===== src/rtl/bcd_calendar_regs.sv =====
module bcd_calendar_regs #(
  parameter int ADDR_W = 5
) (
  input  logic              clk,
  input  logic              rst_n,
  input  logic              tick_1hz,
  input  logic              osc_fail,
  input  logic              wr_en,
  input  logic [ADDR_W-1:0] addr,
  input  logic [7:0]        wr_data,
  output logic [7:0]        rd_data
);
  localparam logic [ADDR_W-1:0] A_CTRL = ADDR_W'(0);
  localparam logic [ADDR_W-1:0] A_SEC  = ADDR_W'(3);
  localparam logic [ADDR_W-1:0] A_MIN  = ADDR_W'(4);
  localparam logic [ADDR_W-1:0] A_HR   = ADDR_W'(5);
  localparam logic [ADDR_W-1:0] A_DATE = ADDR_W'(6);
  localparam logic [ADDR_W-1:0] A_WD   = ADDR_W'(7);
  localparam logic [ADDR_W-1:0] A_MON  = ADDR_W'(8);
  localparam logic [ADDR_W-1:0] A_YR   = ADDR_W'(9);

  logic       ctrl_12h, ctrl_stop, osc_q;
  logic [6:0] sec_q, min_q;
  logic [5:0] hr_q, date_q;
  logic [2:0] wd_q;
  logic [4:0] mon_q;
  logic [7:0] yr_q;

  function automatic logic [7:0] bcd_inc(input logic [7:0] v);
    return (v[3:0] == 4'd9) ? {v[7:4] + 4'd1, 4'd0} : {v[7:4], v[3:0] + 4'd1};
  endfunction

  logic       adv, c_min, c_hr, c_day, c_mon, c_yr, leap, hr_top;
  logic [5:0] last_date, hr_nx;
  logic [7:0] sec_i, min_i, hr_i, hr12_i, date_i, mon_i, yr_i;

  assign adv   = tick_1hz & ~ctrl_stop;
  assign leap  = yr_q[4] ? (yr_q[3:0] == 4'd2 || yr_q[3:0] == 4'd6)
                         : (yr_q[3:0] == 4'd0 || yr_q[3:0] == 4'd4 || yr_q[3:0] == 4'd8);
  assign hr_top = ctrl_12h ? (hr_q == 6'h31) : (hr_q == 6'h23);
  assign c_min = adv & (sec_q == 7'h59);
  assign c_hr  = c_min & (min_q == 7'h59);
  assign c_day = c_hr & hr_top;
  assign c_mon = c_day & (date_q == last_date);
  assign c_yr  = c_mon & (mon_q == 5'h12);

  assign sec_i  = bcd_inc({1'b0, sec_q});
  assign min_i  = bcd_inc({1'b0, min_q});
  assign hr_i   = bcd_inc({2'b0, hr_q});
  assign hr12_i = bcd_inc({3'b0, hr_q[4:0]});
  assign date_i = bcd_inc({2'b0, date_q});
  assign mon_i  = bcd_inc({3'b0, mon_q});
  assign yr_i   = bcd_inc(yr_q);

  always_comb begin
    case (mon_q)
      5'h02:                      last_date = leap ? 6'h29 : 6'h28;
      5'h04, 5'h06, 5'h09, 5'h11: last_date = 6'h30;
      default:                    last_date = 6'h31;
    endcase
  end

  always_comb begin
    if (!ctrl_12h)                hr_nx = hr_top ? 6'h00 : hr_i[5:0];
    else if (hr_q[4:0] == 5'h12)  hr_nx = {hr_q[5], 5'h01};
    else if (hr_q[4:0] == 5'h11)  hr_nx = {~hr_q[5], 5'h12};
    else                          hr_nx = {hr_q[5], hr12_i[4:0]};
  end

  always_ff @(posedge clk or negedge rst_n) begin
    if (!rst_n) begin
      ctrl_12h <= 1'b0; ctrl_stop <= 1'b0; osc_q <= 1'b1;
      sec_q <= '0; min_q <= '0; hr_q <= '0; date_q <= 6'h01;
      wd_q <= '0; mon_q <= 5'h01; yr_q <= '0;
    end else begin
      if (adv)   sec_q  <= (sec_q == 7'h59) ? 7'h00 : sec_i[6:0];
      if (c_min) min_q  <= (min_q == 7'h59) ? 7'h00 : min_i[6:0];
      if (c_hr)  hr_q   <= hr_nx;
      if (c_day) date_q <= (date_q == last_date) ? 6'h01 : date_i[5:0];
      if (c_day) wd_q   <= (wd_q == 3'd6) ? 3'd0 : wd_q + 3'd1;
      if (c_mon) mon_q  <= (mon_q == 5'h12) ? 5'h01 : mon_i[4:0];
      if (c_yr)  yr_q   <= (yr_q == 8'h99) ? 8'h00 : yr_i;
      if (wr_en) begin
        case (addr)
          A_CTRL: begin ctrl_12h <= wr_data[3]; ctrl_stop <= wr_data[5]; end
          A_SEC: begin
            sec_q <= wr_data[6:0];
            if (!wr_data[7]) osc_q <= 1'b0;
          end
          A_MIN:  min_q  <= wr_data[6:0];
          A_HR:   hr_q   <= wr_data[5:0];
          A_DATE: date_q <= wr_data[5:0];
          A_WD:   wd_q   <= wr_data[2:0];
          A_MON:  mon_q  <= wr_data[4:0];
          A_YR:   yr_q   <= wr_data;
          default: ;
        endcase
      end
      if (osc_fail) osc_q <= 1'b1;
    end
  end

  always_comb begin
    case (addr)
      A_CTRL:  rd_data = {2'b0, ctrl_stop, 1'b0, ctrl_12h, 3'b0};
      A_SEC:   rd_data = {osc_q, sec_q};
      A_MIN:   rd_data = {1'b0, min_q};
      A_HR:    rd_data = {2'b0, hr_q};
      A_DATE:  rd_data = {2'b0, date_q};
      A_WD:    rd_data = {5'b0, wd_q};
      A_MON:   rd_data = {3'b0, mon_q};
      A_YR:    rd_data = yr_q;
      default: rd_data = 8'h00;
    endcase
  end
endmodule


===== config.mk =====
export PLATFORM = sky130hd
export DESIGN_NAME = bcd_calendar_regs
export DESIGN_NICKNAME = d
export VERILOG_FILES = /design/src/rtl/bcd_calendar_regs.sv
export SDC_FILE = /design/constraint.sdc
export NUM_CORES = 1
export LEC_CHECK = 0
export ABC_AREA = 1
export BUFFER_PORTS_ARGS = -buffer_cell sky130_fd_sc_hd__buf_2
export CORE_AREA = 2 2 63 125
export DETAILED_ROUTE_END_ITERATION = 8
export DIE_AREA = 0 0 65 127
export GPL_TIMING_DRIVEN = 0
export HOLD_SLACK_MARGIN = 0.03
export MAX_ROUTING_LAYER = met4
export PLACE_DENSITY = 0.67
export SLEW_MARGIN = 20
export SYNTH_ARGS = -nofsm -noshare
export SYNTH_HDL_FRONTEND = slang
export SYNTH_SLANG_ARGS = --single-unit

===== constraint.sdc =====
create_clock -name clk -period 2.18 [get_ports clk]
set_input_delay 0.436 -clock clk [delete_from_list [all_inputs] [get_ports clk]]
set_output_delay 0.436 -clock clk [all_outputs]
set_load 0.05 [all_outputs]

Yosys cells after proc, flatten, opt, wreduce, memory -nomap -nowiden
Index checks and enable logic that the tools add are counted.
- flip-flop bits (word level): 45
- bits of input ports: 18
- output and inout port bits: 8
- add/sub/neg operators: 14
- equal/unequal tests: 33
- mux-type cells: 47
- bitwise operators: 8
- reduce and logical (&&, ||, !) cells: 10
- operator list (kind ; count):
    $mux W6 ; 13
    $mux W7 ; 10
    $pmux W8 S8 ; 1
    $mux W8 ; 5
    $eq A5 B3 Y1 const B ; 6
    $mux W5 ; 6
    $add A4 B1 Y4 const B ; 7
    $eq A4 B4 Y1 const B ; 7
    $eq A5 B5 Y1 const B ; 4
    $eq A5 B4 Y1 const B ; 3
    $eq A7 B7 Y1 const B ; 2
    $eq A6 B6 Y1 const B ; 2
    $mux W3 ; 4
    $eq A5 B2 Y1 const B ; 2
    $pmux W5 S2 ; 1
    $add A3 B1 Y3 const B ; 3
    $eq A4 B3 Y1 const B ; 2
    $eq A8 B8 Y1 const B ; 1
    $mux W1 ; 7
    $and A1 B1 Y1 ; 6
    $eq A6 B6 Y1 ; 1
    $logic_not A5 Y1 ; 1
    $add A2 B1 Y2 const B ; 2
    $eq A4 B2 Y1 const B ; 1
    10 further kinds ; 15

Longest topological paths before layout
Gate-level depths: netlist (run 1).
- word-level depth: 12
- depth in mapped cells: 15

Worst setup path after synthesis (run 1)
Ideal clock, no wire load.
- kind: input port to output port
- start: in addr[2]
- end: out rd_data[4]
- data arrival time: 1.984 ns
- required time: 1.744 ns
- path slack: -0.240 ns
- stages on the path: 6
- cell sequence: inv_1 -> nor2_1 -> inv_1 -> nor2_1 -> nand2_1 -> o21ai_0
- longest elaborated chain between the ends: 2
- elaborated cells between the ends (all ways): 9
- ends and longest elaborated chain (what ; line ; RTL):
    from (decl) ; 9 ; input logic [ADDR_W-1:0] addr,
    $eq A5 B4 Y1 (tied with other cells) ; 104 ; case (addr)
    $pmux W8 S8 * ; 104 ;
    to (decl) ; 11 ; output logic [7:0] rd_data
Every way passes the cells marked *; elsewhere a longest branch is shown, timed or not.

Worst setup path in the final report (run 1)
- start: in addr[4]
- end: out rd_data[5]
Same word-level chain as after synthesis.

==> results.yml, run 1 <==
clock_network:
  numClockSinks: 45
  cts.path.max_buffers: 2
  hold_buffers: 0
  clock_tree.htree_level_count: 2
  number_of_buffers_created_by_cts: 5
  clock_insertion_delay_worst_skew_ps: 290
  cts-root-buf: "sky130_fd_sc_hd__clkbuf_16"
  cts_tree: "done"
  cts.reportedPaths.clkPinSlew_ps: 60
die:
  floorplan.initialDensity: 0.4981
  coreArea_sq_mm: 0.007212
  row_count: 44
  fp.dieW_um: 65
  total_die_area_sq_mm: 0.008255
  num_ports: 26
  fp.dieH_um: 127
placement:
  placement.io_buffers: 25
  hpwlAfterDp_um: 8034
  gp_congestion: 0.9483
  postPlaceCellArea_sq_mm: 0.003852
detailed_routing:
  wire_per_inst_um: 16.84
  initialDrtViolationCount: 252
  drt-total-wl_um: 10950
  drc_violations_left: 0
  firstDrtPassIters: 5
  ratio_of_routed_vias_to_standard_cells: 5.658
  ant_nets: 0
  dr_total_vias: 3678
hold_path:
  holdCritPathClass: "input pin to asynchronous set/reset pin"
global_routing:
  gr_usage_total: 0.2842
  grt_max_degree: 46
  overflow: 0
  grt_pass1_vias: 3426
  grt_first_pass_wirelength_um: 17310
  grt_antenna_before_repair: 0
synthesis:
  synth_flop_cell: "sky130_fd_sc_hd__dfrtp_1"
  synth_enable_flop_cells: 0
  yosysTopAreaCell: "sky130_fd_sc_hd__dfrtp_1"
  synth-seq-area-share: 0.3145
  number_of_distinct_standard_cells_referenced_by_the_synthesized_netlist: 39
  synthMostInstantiatedCell: "sky130_fd_sc_hd__nand2_1"
  synth_top_area_frac: 0.2926
  synth.ff_latch_count: 45
  synth.cells.most_frequent: "104 x sky130_fd_sc_hd__nand2_1, 84 x sky130_fd_sc_hd__inv_1, 42 x sky130_fd_sc_hd__dfrtp_1"
  netlist_instances: 509
  asr_flop_ratio_synth: 1.000
  syn_nets: 539
  postSynthAreaPerCell_sq_um: 7.057
  netlist_area_sq_mm: 0.003592
  yosys_warnings: 0
  synth.area.top_cells: "sky130_fd_sc_hd__dfrtp_1 29%, sky130_fd_sc_hd__nand2_1 11%, sky130_fd_sc_hd__inv_1 8.8%"
critical_path:
  critical-path-max-stage-delay_ps: 310
  crit_buf_inv: 3
  worst_ep_arrival_time_ps: 1790
  cp-start-kind: "input pin"
  crit_fanout: 7
  setup.worst_path.end_class: "output port"
  timing.setup.critical_path_class: "input pin to output port"
  cp_cell_sequence: "buf_2, nor2_1, nand2_1, nor2_4, buf_4, a221oi_2, o221ai_1, buf_4"
  cp_data_required_time_ps: 1740
  crit_path_frequent_cell: "sky130_fd_sc_hd__buf_4"
  critical-path-top-delay-family: "buffers and inverters"
  worst_path_max_delay_cell: "sky130_fd_sc_hd__a221oi_2"
finish:
  area_delta_synth_final_pct: 17.94
  nets: 587
  drive_above_1_share: 0.2133
  antenna-diode-count: 0
  multiInputGateArea_sq_mm: 0.002196
  ff_latch_area_sq_mm: 0.001131
  postLayoutCellArea_sq_mm: 0.004237
  n_fill_cell: 709
sta:
  largest_clock_skew_in_the_final_design_ps: 7.476
  timing.final.hold_violations: 0
  hold_ws_ps: 152.8
  tightestPinTransition_ps: 625.8
  min_period_ps: 2225
  post-route-period-util: 1.021
  rsz0062_at_grt: "yes"
  timing.final.ws_setup_ps: -44.71
  slew_headroom: 0.5828
  max_freq_mhz: 449.5
  final_max_slew_viol_count: 0
  setup_viol_count_final: 2
power:
  power.density_cell_area_mw_per_mm2: 793.8
  max-vdd-ir-drop_v: 0.0004390
  leakage_power_total_uw: 0.002118
run_status:
  outcome: "finished with violations"
  failed_checks: "setup timing"
flow_run:
  drv_cap: 0
## power breakdown
part	internal [uW]	leakage (uW)	switching, uW
clock	458	0.0000712	327
sequential	1060	0.000527	314
combinational	449	0.00152	754
## logic make-up after synthesis
kind of cell | share of synthesized area
and+or+nand+nor | 0.3379
AOI/OAI and AO/OA | 0.1825
buffers and inverters | 0.1062
DFF | 0.3145
adders and majority gates | 0.04180
xor gates and xnor gates | 0.01707
## final timing paths
kind / startpoint / to / slack [ps] / cells past startpoint
worst max-delay path: addr[4] / rd_data[5] / -40 / 8
worst min-delay path: rst_n / sec_q[6] / 150 / 1
worst max register to register: sec_q[1] / yr_q[2] / 90 / 15
worst min register to register: osc_q / osc_q / 480 / 2
max in group asynchronous: rst_n / sec_q[0] / 1580 / 1
min in group clk: osc_fail / osc_q / 320 / 3
## routing by layer
layer | vias up | wire length, um | GRT usage
met5 | - | 0 | -
li1 | 1793 | - | -
met1 | 1729 | 4110 | 0.3123
met4 | 0 | 476 | 0.1489
met3 | 39 | 397 | 0.03169
met2 | 117 | 5962 | 0.4936
## layout make-up
cell class              count  area share
inverters                  98     0.08919
well taps                  92     0.02717
multi-input cells         366      0.5183
plain buffers               1   0.0008860
repair buffers             40     0.06291
flip-flops and latches     45      0.2670
clock buffers               8     0.03455
## flip-flops by register name (all words and copies together) (netlist names)
name       count
ctrl_12h       1
wd_q           3
min_q          7
ctrl_stop      1
osc_q          1
sec_q          7
mon_q          5
hr_q           6
yr_q           8
date_q         6
## stage by stage
stage	power [uW]	instances	setup slack, ps	util	setup TNS (ps)
2_1_floorplan	2143	509	-20.66	-	-41.32
3_3_place_gp	2431	626	-273.9	0.5342	-1377
3_5_place_dp	2474	626	-303.5	0.5342	-1971
4_1_cts	3293	638	-3.984	0.5649	-3.984
5_1_grt	3603	650	-59.29	0.5874	-202.3
6_report	3363	650	-44.71	0.5874	-51.24
## worst reg2reg max path: stages, from the launching register on
cell and delay [ps]:
sky130_fd_sc_hd__dfrtp_1 410, sky130_fd_sc_hd__inv_2 80, sky130_fd_sc_hd__ha_1 150, sky130_fd_sc_hd__nand2_2 60
sky130_fd_sc_hd__nor2_4 120, sky130_fd_sc_hd__nand4_4 150, sky130_fd_sc_hd__clkinv_4 130, sky130_fd_sc_hd__nand2_8 80
sky130_fd_sc_hd__nor2_8 190, sky130_fd_sc_hd__inv_6 80, sky130_fd_sc_hd__nor2_8 170, sky130_fd_sc_hd__nand2_4 100
sky130_fd_sc_hd__nand2_1 70, sky130_fd_sc_hd__nand3_1 80, sky130_fd_sc_hd__nand2_1 70, sky130_fd_sc_hd__inv_1 40
## timing repair
item | CTS | global route
gates resized for setup | 12 | 27
endpoints found under the hold margin | 0 | 0
pin swaps | 4 | 7
buffers inserted | 4 | 11
cloned | 0 | 1
endpoints found under the setup margin | 22 | 24
## cell usage in the layout, fill, tap and decap left out, types with 4 or more instances in the layout
master / n
sky130_fd_sc_hd__nand2_1: 103
sky130_fd_sc_hd__inv_1: 76
sky130_fd_sc_hd__dfrtp_1: 41
sky130_fd_sc_hd__nand3_1: 35
sky130_fd_sc_hd__nor2_1: 33
sky130_fd_sc_hd__o21ai_0: 33
sky130_fd_sc_hd__a21oi_1: 20
sky130_fd_sc_hd__o21ai_1: 19
sky130_fd_sc_hd__buf_2: 18
sky130_fd_sc_hd__buf_4: 18
sky130_fd_sc_hd__inv_2: 17
sky130_fd_sc_hd__o22ai_1: 15
sky130_fd_sc_hd__nor2_4: 14
sky130_fd_sc_hd__nand4_1: 12
sky130_fd_sc_hd__ha_1: 12
sky130_fd_sc_hd__nor3_1: 9
sky130_fd_sc_hd__nand3_2: 7
sky130_fd_sc_hd__xor2_1: 7
sky130_fd_sc_hd__o211ai_1: 6
sky130_fd_sc_hd__clkbuf_16: 5
sky130_fd_sc_hd__nor2_2: 4
sky130_fd_sc_hd__a31oi_1: 4
(Power assumes the default switching activity.)
==> run 2: changes to the inputs <==
--- a/config.mk
+++ b/config.mk
@@ -7,13 +7,16 @@
 export LEC_CHECK = 0
 export ABC_AREA = 1
 export BUFFER_PORTS_ARGS = -buffer_cell sky130_fd_sc_hd__buf_2
-export CORE_AREA = 2 2 63 125
+export CELL_PAD_IN_SITES_DETAIL_PLACEMENT = 0
+export CELL_PAD_IN_SITES_GLOBAL_PLACEMENT = 1
+export CORE_AREA = 2 2 67 133
 export DETAILED_ROUTE_END_ITERATION = 8
-export DIE_AREA = 0 0 65 127
+export DIE_AREA = 0 0 69 135
+export GPL_ROUTABILITY_DRIVEN = 0
 export GPL_TIMING_DRIVEN = 0
 export HOLD_SLACK_MARGIN = 0.03
 export MAX_ROUTING_LAYER = met4
-export PLACE_DENSITY = 0.67
+export PLACE_DENSITY = 0.79
 export SLEW_MARGIN = 20
 export SYNTH_ARGS = -nofsm -noshare
 export SYNTH_HDL_FRONTEND = slang
==> run 2 against run 1 <==
- the flow now finishes without violations
- routed wire length is 3.2% higher
- clock power up 14%
- global-route usage fell by 2.4 points
- maximum frequency up 2.5%
- first-iteration DRC count shrank 7.5%
- sequential power is essentially flat
- clock-buffer cell count fell by 3
- sequential share of layout area down 0.50 points
- power up 3.8%
- via count fell by 1.9%
- combinational power barely moved
- highest routed layer unchanged
==> results.yml, run 2 (synthesized netlist as in run 1, its figures left out) <==
clock_network:
  cts.path.max_buffers: 2
  numClockSinks: 45
  hold_buffers: 0
  cts-root-buf: "sky130_fd_sc_hd__clkbuf_16"
  cts_tree: "done"
  clock_tree.htree_level_count: 2
  clock_insertion_delay_worst_skew_ps: 300
  cts.reportedPaths.clkPinSlew_ps: 70
  number_of_buffers_created_by_cts: 5
die:
  coreArea_sq_mm: 0.008233
  fp.dieW_um: 69
  total_die_area_sq_mm: 0.009315
  row_count: 47
  floorplan.initialDensity: 0.4363
  num_ports: 26
  fp.dieH_um: 135
sta:
  min_period_ps: 2169
  rsz0062_at_grt: "yes"
  timing.final.hold_violations: 0
  timing.final.ws_setup_ps: 10.55
  max_freq_mhz: 460.9
  setup_viol_count_final: 0
  tightestPinTransition_ps: 455.2
  hold_ws_ps: 84.24
  largest_clock_skew_in_the_final_design_ps: 7.988
  final_max_slew_viol_count: 0
  post-route-period-util: 0.9952
  slew_headroom: 0.6966
global_routing:
  grt_antenna_before_repair: 0
  gr_usage_total: 0.2599
  grt_max_degree: 31
  overflow: 0
  grt_pass1_vias: 3743
  grt_first_pass_wirelength_um: 18520
power:
  power.density_cell_area_mw_per_mm2: 807.4
  leakage_power_total_uw: 0.002147
  max-vdd-ir-drop_v: 0.0006351
detailed_routing:
  firstDrtPassIters: 4
  ant_nets: 0
  initialDrtViolationCount: 233
  drt-total-wl_um: 11300
  ratio_of_routed_vias_to_standard_cells: 5.468
  wire_per_inst_um: 17.12
  dr_total_vias: 3609
  drc_violations_left: 0
critical_path:
  crit_path_frequent_cell: "sky130_fd_sc_hd__buf_4"
  setup.worst_path.end_class: "output port"
  crit_fanout: 6
  cp_cell_sequence: "buf_2, nor2_1, nand2_1, nor2_4, buf_4, a221oi_2, o221ai_2, buf_4"
  critical-path-top-delay-family: "buffers and inverters"
  timing.setup.critical_path_class: "input pin to output port"
  worst_path_max_delay_cell: "sky130_fd_sc_hd__a221oi_2"
  crit_buf_inv: 3
  cp_data_required_time_ps: 1740
  cp-start-kind: "input pin"
  worst_ep_arrival_time_ps: 1730
  critical-path-max-stage-delay_ps: 340
placement:
  placement.io_buffers: 25
  place_worst_setup_slack_ps: -311.0
  hpwlAfterDp_um: 8701
finish:
  top_regs: "yr_q x8, min_q x7, sec_q x7"
  most-common-layout-cells: "103 x sky130_fd_sc_hd__nand2_1, 79 x sky130_fd_sc_hd__inv_1, 40 x sky130_fd_sc_hd__dfrtp_1, 35 x sky130_fd_sc_hd__o21ai_0, 35 x sky130_fd_sc_hd__nand3_1"
  antenna-diode-count: 0
  drive_above_1_share: 0.2242
  nets: 591
  regMostFlops: "yr_q"
  largest_register_ffs: 8
  area_delta_synth_final_pct: 20.34
  mostFrequentLayoutCell: "sky130_fd_sc_hd__nand2_1"
hold_path:
  holdCritPathClass: "input pin to asynchronous set/reset pin"
flow_run:
  drv_cap: 0
run_status:
  outcome: "complete, no violations"
[run 2: final timing paths]
path,endpoint,cells past startpoint,start,slack (ps)
max,rd_data[5],8,addr[4],10
min,yr_q[4],1,rst_n,80
max reg2reg,yr_q[2],15,sec_q[1],130
min reg2reg,osc_q,2,osc_q,490
max in group asynchronous,mon_q[0],2,rst_n,1500
min in group clk,osc_q,3,osc_fail,320
[run 2: power by group]
part | switching (uW) | internal, uW
combinational | 766 | 461
clock | 352 | 543
sequential | 306 | 1060
total | 1420 | 2070
[run 2: repair_timing]
item | in CTS | in global routing
pin swaps | 4 | 5
setup buffers | 6 | 13
resized for setup | 15 | 24
setup endpoints to repair | 22 | 24
[run 2: layout make-up]
| class | count | area (sq um) |
|---|---|---|
| fillers | 859 | 3910 |
| multi-input cells | 365 | 2205 |
| flip-flops and latches | 45 | 1132 |
| inverters | 98 | 377.9 |
| repair buffers | 45 | 310.3 |
| clock buffers | 5 | 125.1 |
| well taps | 98 | 122.6 |
| clock inverters | 3 | 46.29 |
| plain buffers | 1 | 3.754 |
[run 2: through the flow]
stage,power (uW),area (sq um),setup TNS [ps],instances,util
5_1_grt,3763,4323,-137.1,660,0.5251
2_1_floorplan,2143,3612,-41.32,509,-
3_5_place_dp,2490,3880,-2418,633,0.4713
6_report,3490,4323,0,660,0.5251
4_1_cts,3437,4155,0,647,0.5047
3_3_place_gp,2441,3860,-2099,632,0.4688
[run 2: worst register-to-register path, delay by kind of cell (launching register included)]
family / cells / cell delay, ps
and+or+nand+nor: 9 / 1010
DFF: 1 / 410
adders and majority gates: 1 / 130
buffers and inverters: 5 / 460
[run 2: metal layers]
layer | global-route usage | part of all wire
met5 | - | 0
met1 | 0.2658 | 0.37
met2 | 0.4728 | 0.55
met3 | 0.02985 | 0.027
met4 | 0.1481 | 0.054
==> run 3: changes to the inputs <==
--- a/config.mk
+++ b/config.mk
@@ -8,10 +8,10 @@
 export ABC_AREA = 1
 export BUFFER_PORTS_ARGS = -buffer_cell sky130_fd_sc_hd__buf_2
 export CELL_PAD_IN_SITES_DETAIL_PLACEMENT = 0
-export CELL_PAD_IN_SITES_GLOBAL_PLACEMENT = 1
-export CORE_AREA = 2 2 67 133
+export CELL_PAD_IN_SITES_GLOBAL_PLACEMENT = 2
+export CORE_AREA = 2 2 75 149
 export DETAILED_ROUTE_END_ITERATION = 8
-export DIE_AREA = 0 0 69 135
+export DIE_AREA = 0 0 77 151
 export GPL_ROUTABILITY_DRIVEN = 0
 export GPL_TIMING_DRIVEN = 0
 export HOLD_SLACK_MARGIN = 0.03
==> run 3 against run 2 <==
- register-to-register slack worse by 70 ps
- critical path depth is 6 higher
- worst setup slack better by 51 ps
- hold slack better by 76 ps
- flip-flop and latch count stayed put
- combinational power is 11% higher
- via count is 3.0% higher
- utilization is 8.0 points lower
- sequential share of layout area is 1.9 points lower
- cell count is 8.6% higher
- clock power is 13% lower
- critical path type is now register to register
- highest routed layer unchanged
==> results.yml, run 3 (synthesized netlist as in run 1, its figures left out) <==
detailed_routing:
  firstDrtPassIters: 4
  initialDrtViolationCount: 293
  ratio_of_routed_vias_to_standard_cells: 5.187
  drc_violations_left: 0
  dr_total_vias: 3719
  ant_nets: 0
  wire_per_inst_um: 17.10
  drt-total-wl_um: 12260
sta:
  setup_viol_count_final: 0
  max_freq_mhz: 471.9
  final_max_slew_viol_count: 0
  timing.final.hold_violations: 0
  rsz0062_at_grt: "yes"
  largest_clock_skew_in_the_final_design_ps: 7.516
  tightestPinTransition_ps: 656.9
  hold_ws_ps: 159.8
  slew_headroom: 0.5621
  min_period_ps: 2119
  setup_tns_ps: 0
  post-route-period-util: 0.9720
placement:
  placement.io_buffers: 25
  placed_cells: 671
  hpwlAfterDp_um: 9086
clock_network:
  cts.reportedPaths.clkPinSlew_ps: 70
  cts-root-buf: "sky130_fd_sc_hd__clkbuf_16"
  clock_tree.htree_level_count: 2
  numClockSinks: 45
  number_of_buffers_created_by_cts: 5
  cts_tree: "done"
  cts.path.max_buffers: 2
  clock_insertion_delay_worst_skew_ps: 290
  hold_buffers: 0
critical_path:
  cp-start-kind: "register"
  reg2reg_depth: 14
  timing.setup.critical_path_class: "register to register"
  setup.worst_path.end_class: "register"
  worst_ep_arrival_time_ps: 2290
  cp_data_required_time_ps: 2350
  r2r_start: "sec_q[1]"
  crit_fanout: 6
  reg2reg_setup_slack_ps: 60
  worstReg2RegEnd: "date_q[3]"
finish:
  top_regs: "yr_q x8, min_q x7, sec_q x7"
  mostFrequentLayoutCell: "sky130_fd_sc_hd__nand2_1"
  postLayoutCoreUtil: 0.4446
  largest_register_ffs: 8
  drive_above_1_share: 0.2897
  nets: 609
  regMostFlops: "yr_q"
  post_layout_nonfiller_instances: 717
  antenna-diode-count: 0
  most-common-layout-cells: "98 x sky130_fd_sc_hd__nand2_1, 76 x sky130_fd_sc_hd__inv_1, 39 x sky130_fd_sc_hd__dfrtp_1, 39 x sky130_fd_sc_hd__buf_4"
  area_delta_synth_final_pct: 29.68
power:
  max-vdd-ir-drop_v: 0.0004177
  design_power_total_uw: 3519
  leakage_power_total_uw: 0.002230
  power.density_cell_area_mw_per_mm2: 755.5
die:
  floorplan.initialDensity: 0.3428
  coreArea_sq_mm: 0.01048
  fp.dieH_um: 151
  row_count: 53
  num_ports: 26
  fp.dieW_um: 77
  total_die_area_sq_mm: 0.01163
hold_path:
  holdCritPathClass: "input pin to asynchronous set/reset pin"
run_status:
  outcome: "complete, no violations"
global_routing:
  grt_antenna_before_repair: 0
  grt_first_pass_wirelength_um: 19170
  grt_max_degree: 46
  gr_usage_total: 0.2237
  grt_pass1_vias: 3585
  overflow: 0
flow_run:
  drv_cap: 0
-- run 3: cell count changes in the layout (fill, tap and decap cells not counted), sizes merged --
cell      before  now
buf           45   60
clkinvlp       1    2
clkbuf         6    9
inv           94   93
clkinv         5    6
bufinv         1    0
-- run 3: area by class of cell --
| type | instances | area (sq um) |
|---|---|---|
| Fill cell | 1156 | 5819 |
| Sequential cell | 45 | 1134 |
| Inverter | 98 | 386.6 |
| Timing Repair Buffer | 63 | 466.7 |
| Clock buffer | 5 | 125.1 |
| Tap cell | 137 | 171.4 |
| Clock inverter | 3 | 17.52 |
| Buffer | 1 | 3.754 |
| Multi-Input combinational cell | 365 | 2354 |
-- run 3: through the flow --
stage	area (sq um)	setup slack (ps)
after floorplan	3612	-20.66
after global placement	3909	-361.9
after detailed placement	3911	-357.3
after CTS	4190	-18.32
after global routing	4658	-83.76
final	4658	61.11
-- run 3: worst max-delay path by stage --
stage	endpoint	slack (ps)	cells past startpoint	startpoint
after CTS	rd_data[1]	-20	10	addr[0]
after floorplan	rd_data[1]	-20	6	addr[2]
after detailed placement	rd_data[1]	-360	9	addr[4]
final	date_q[3]	60	14	sec_q[1]
after global placement	rd_data[1]	-360	9	addr[4]
after global routing	date_q[3]	-80	14	sec_q[1]
-- run 3: timing repair --
item	4_1_cts	5_1_grt
setup endpoints to repair	26	26
buffers inserted	12	26
cloned	0	0
pin swaps	5	24
gates resized for setup	13	68
-- run 3: per-layer routing --
| layer | GRT usage | wire, um |
|---|---|---|
| met3 | 0.02026 | 274 |
| met1 | 0.2409 | 4707 |
| met5 | - | 0 |
| met2 | 0.4224 | 6942 |
| met4 | 0.08304 | 335 |
-- run 3: worst max-delay path: stages, from the launching register on --
cell and delay, ps:
sky130_fd_sc_hd__dfrtp_1 400, sky130_fd_sc_hd__inv_2 90, sky130_fd_sc_hd__ha_4 130, sky130_fd_sc_hd__nand2_4 50, sky130_fd_sc_hd__nor2_4 140, sky130_fd_sc_hd__nand4_4 150
sky130_fd_sc_hd__buf_12 170, sky130_fd_sc_hd__nor2_4 110, sky130_fd_sc_hd__nand3_4 120, sky130_fd_sc_hd__nor2_4 250, sky130_fd_sc_hd__inv_4 80, sky130_fd_sc_hd__nor2_2 80
sky130_fd_sc_hd__nand2_1 50, sky130_fd_sc_hd__o211ai_1 80, sky130_fd_sc_hd__o21ai_1 90
-- run 3: power breakdown --
group | internal (uW) | switching, uW | total, uW
Sequential | 1060 | 318 | 1380
Combinational | 537 | 826 | 1360
Clock | 422 | 354 | 776
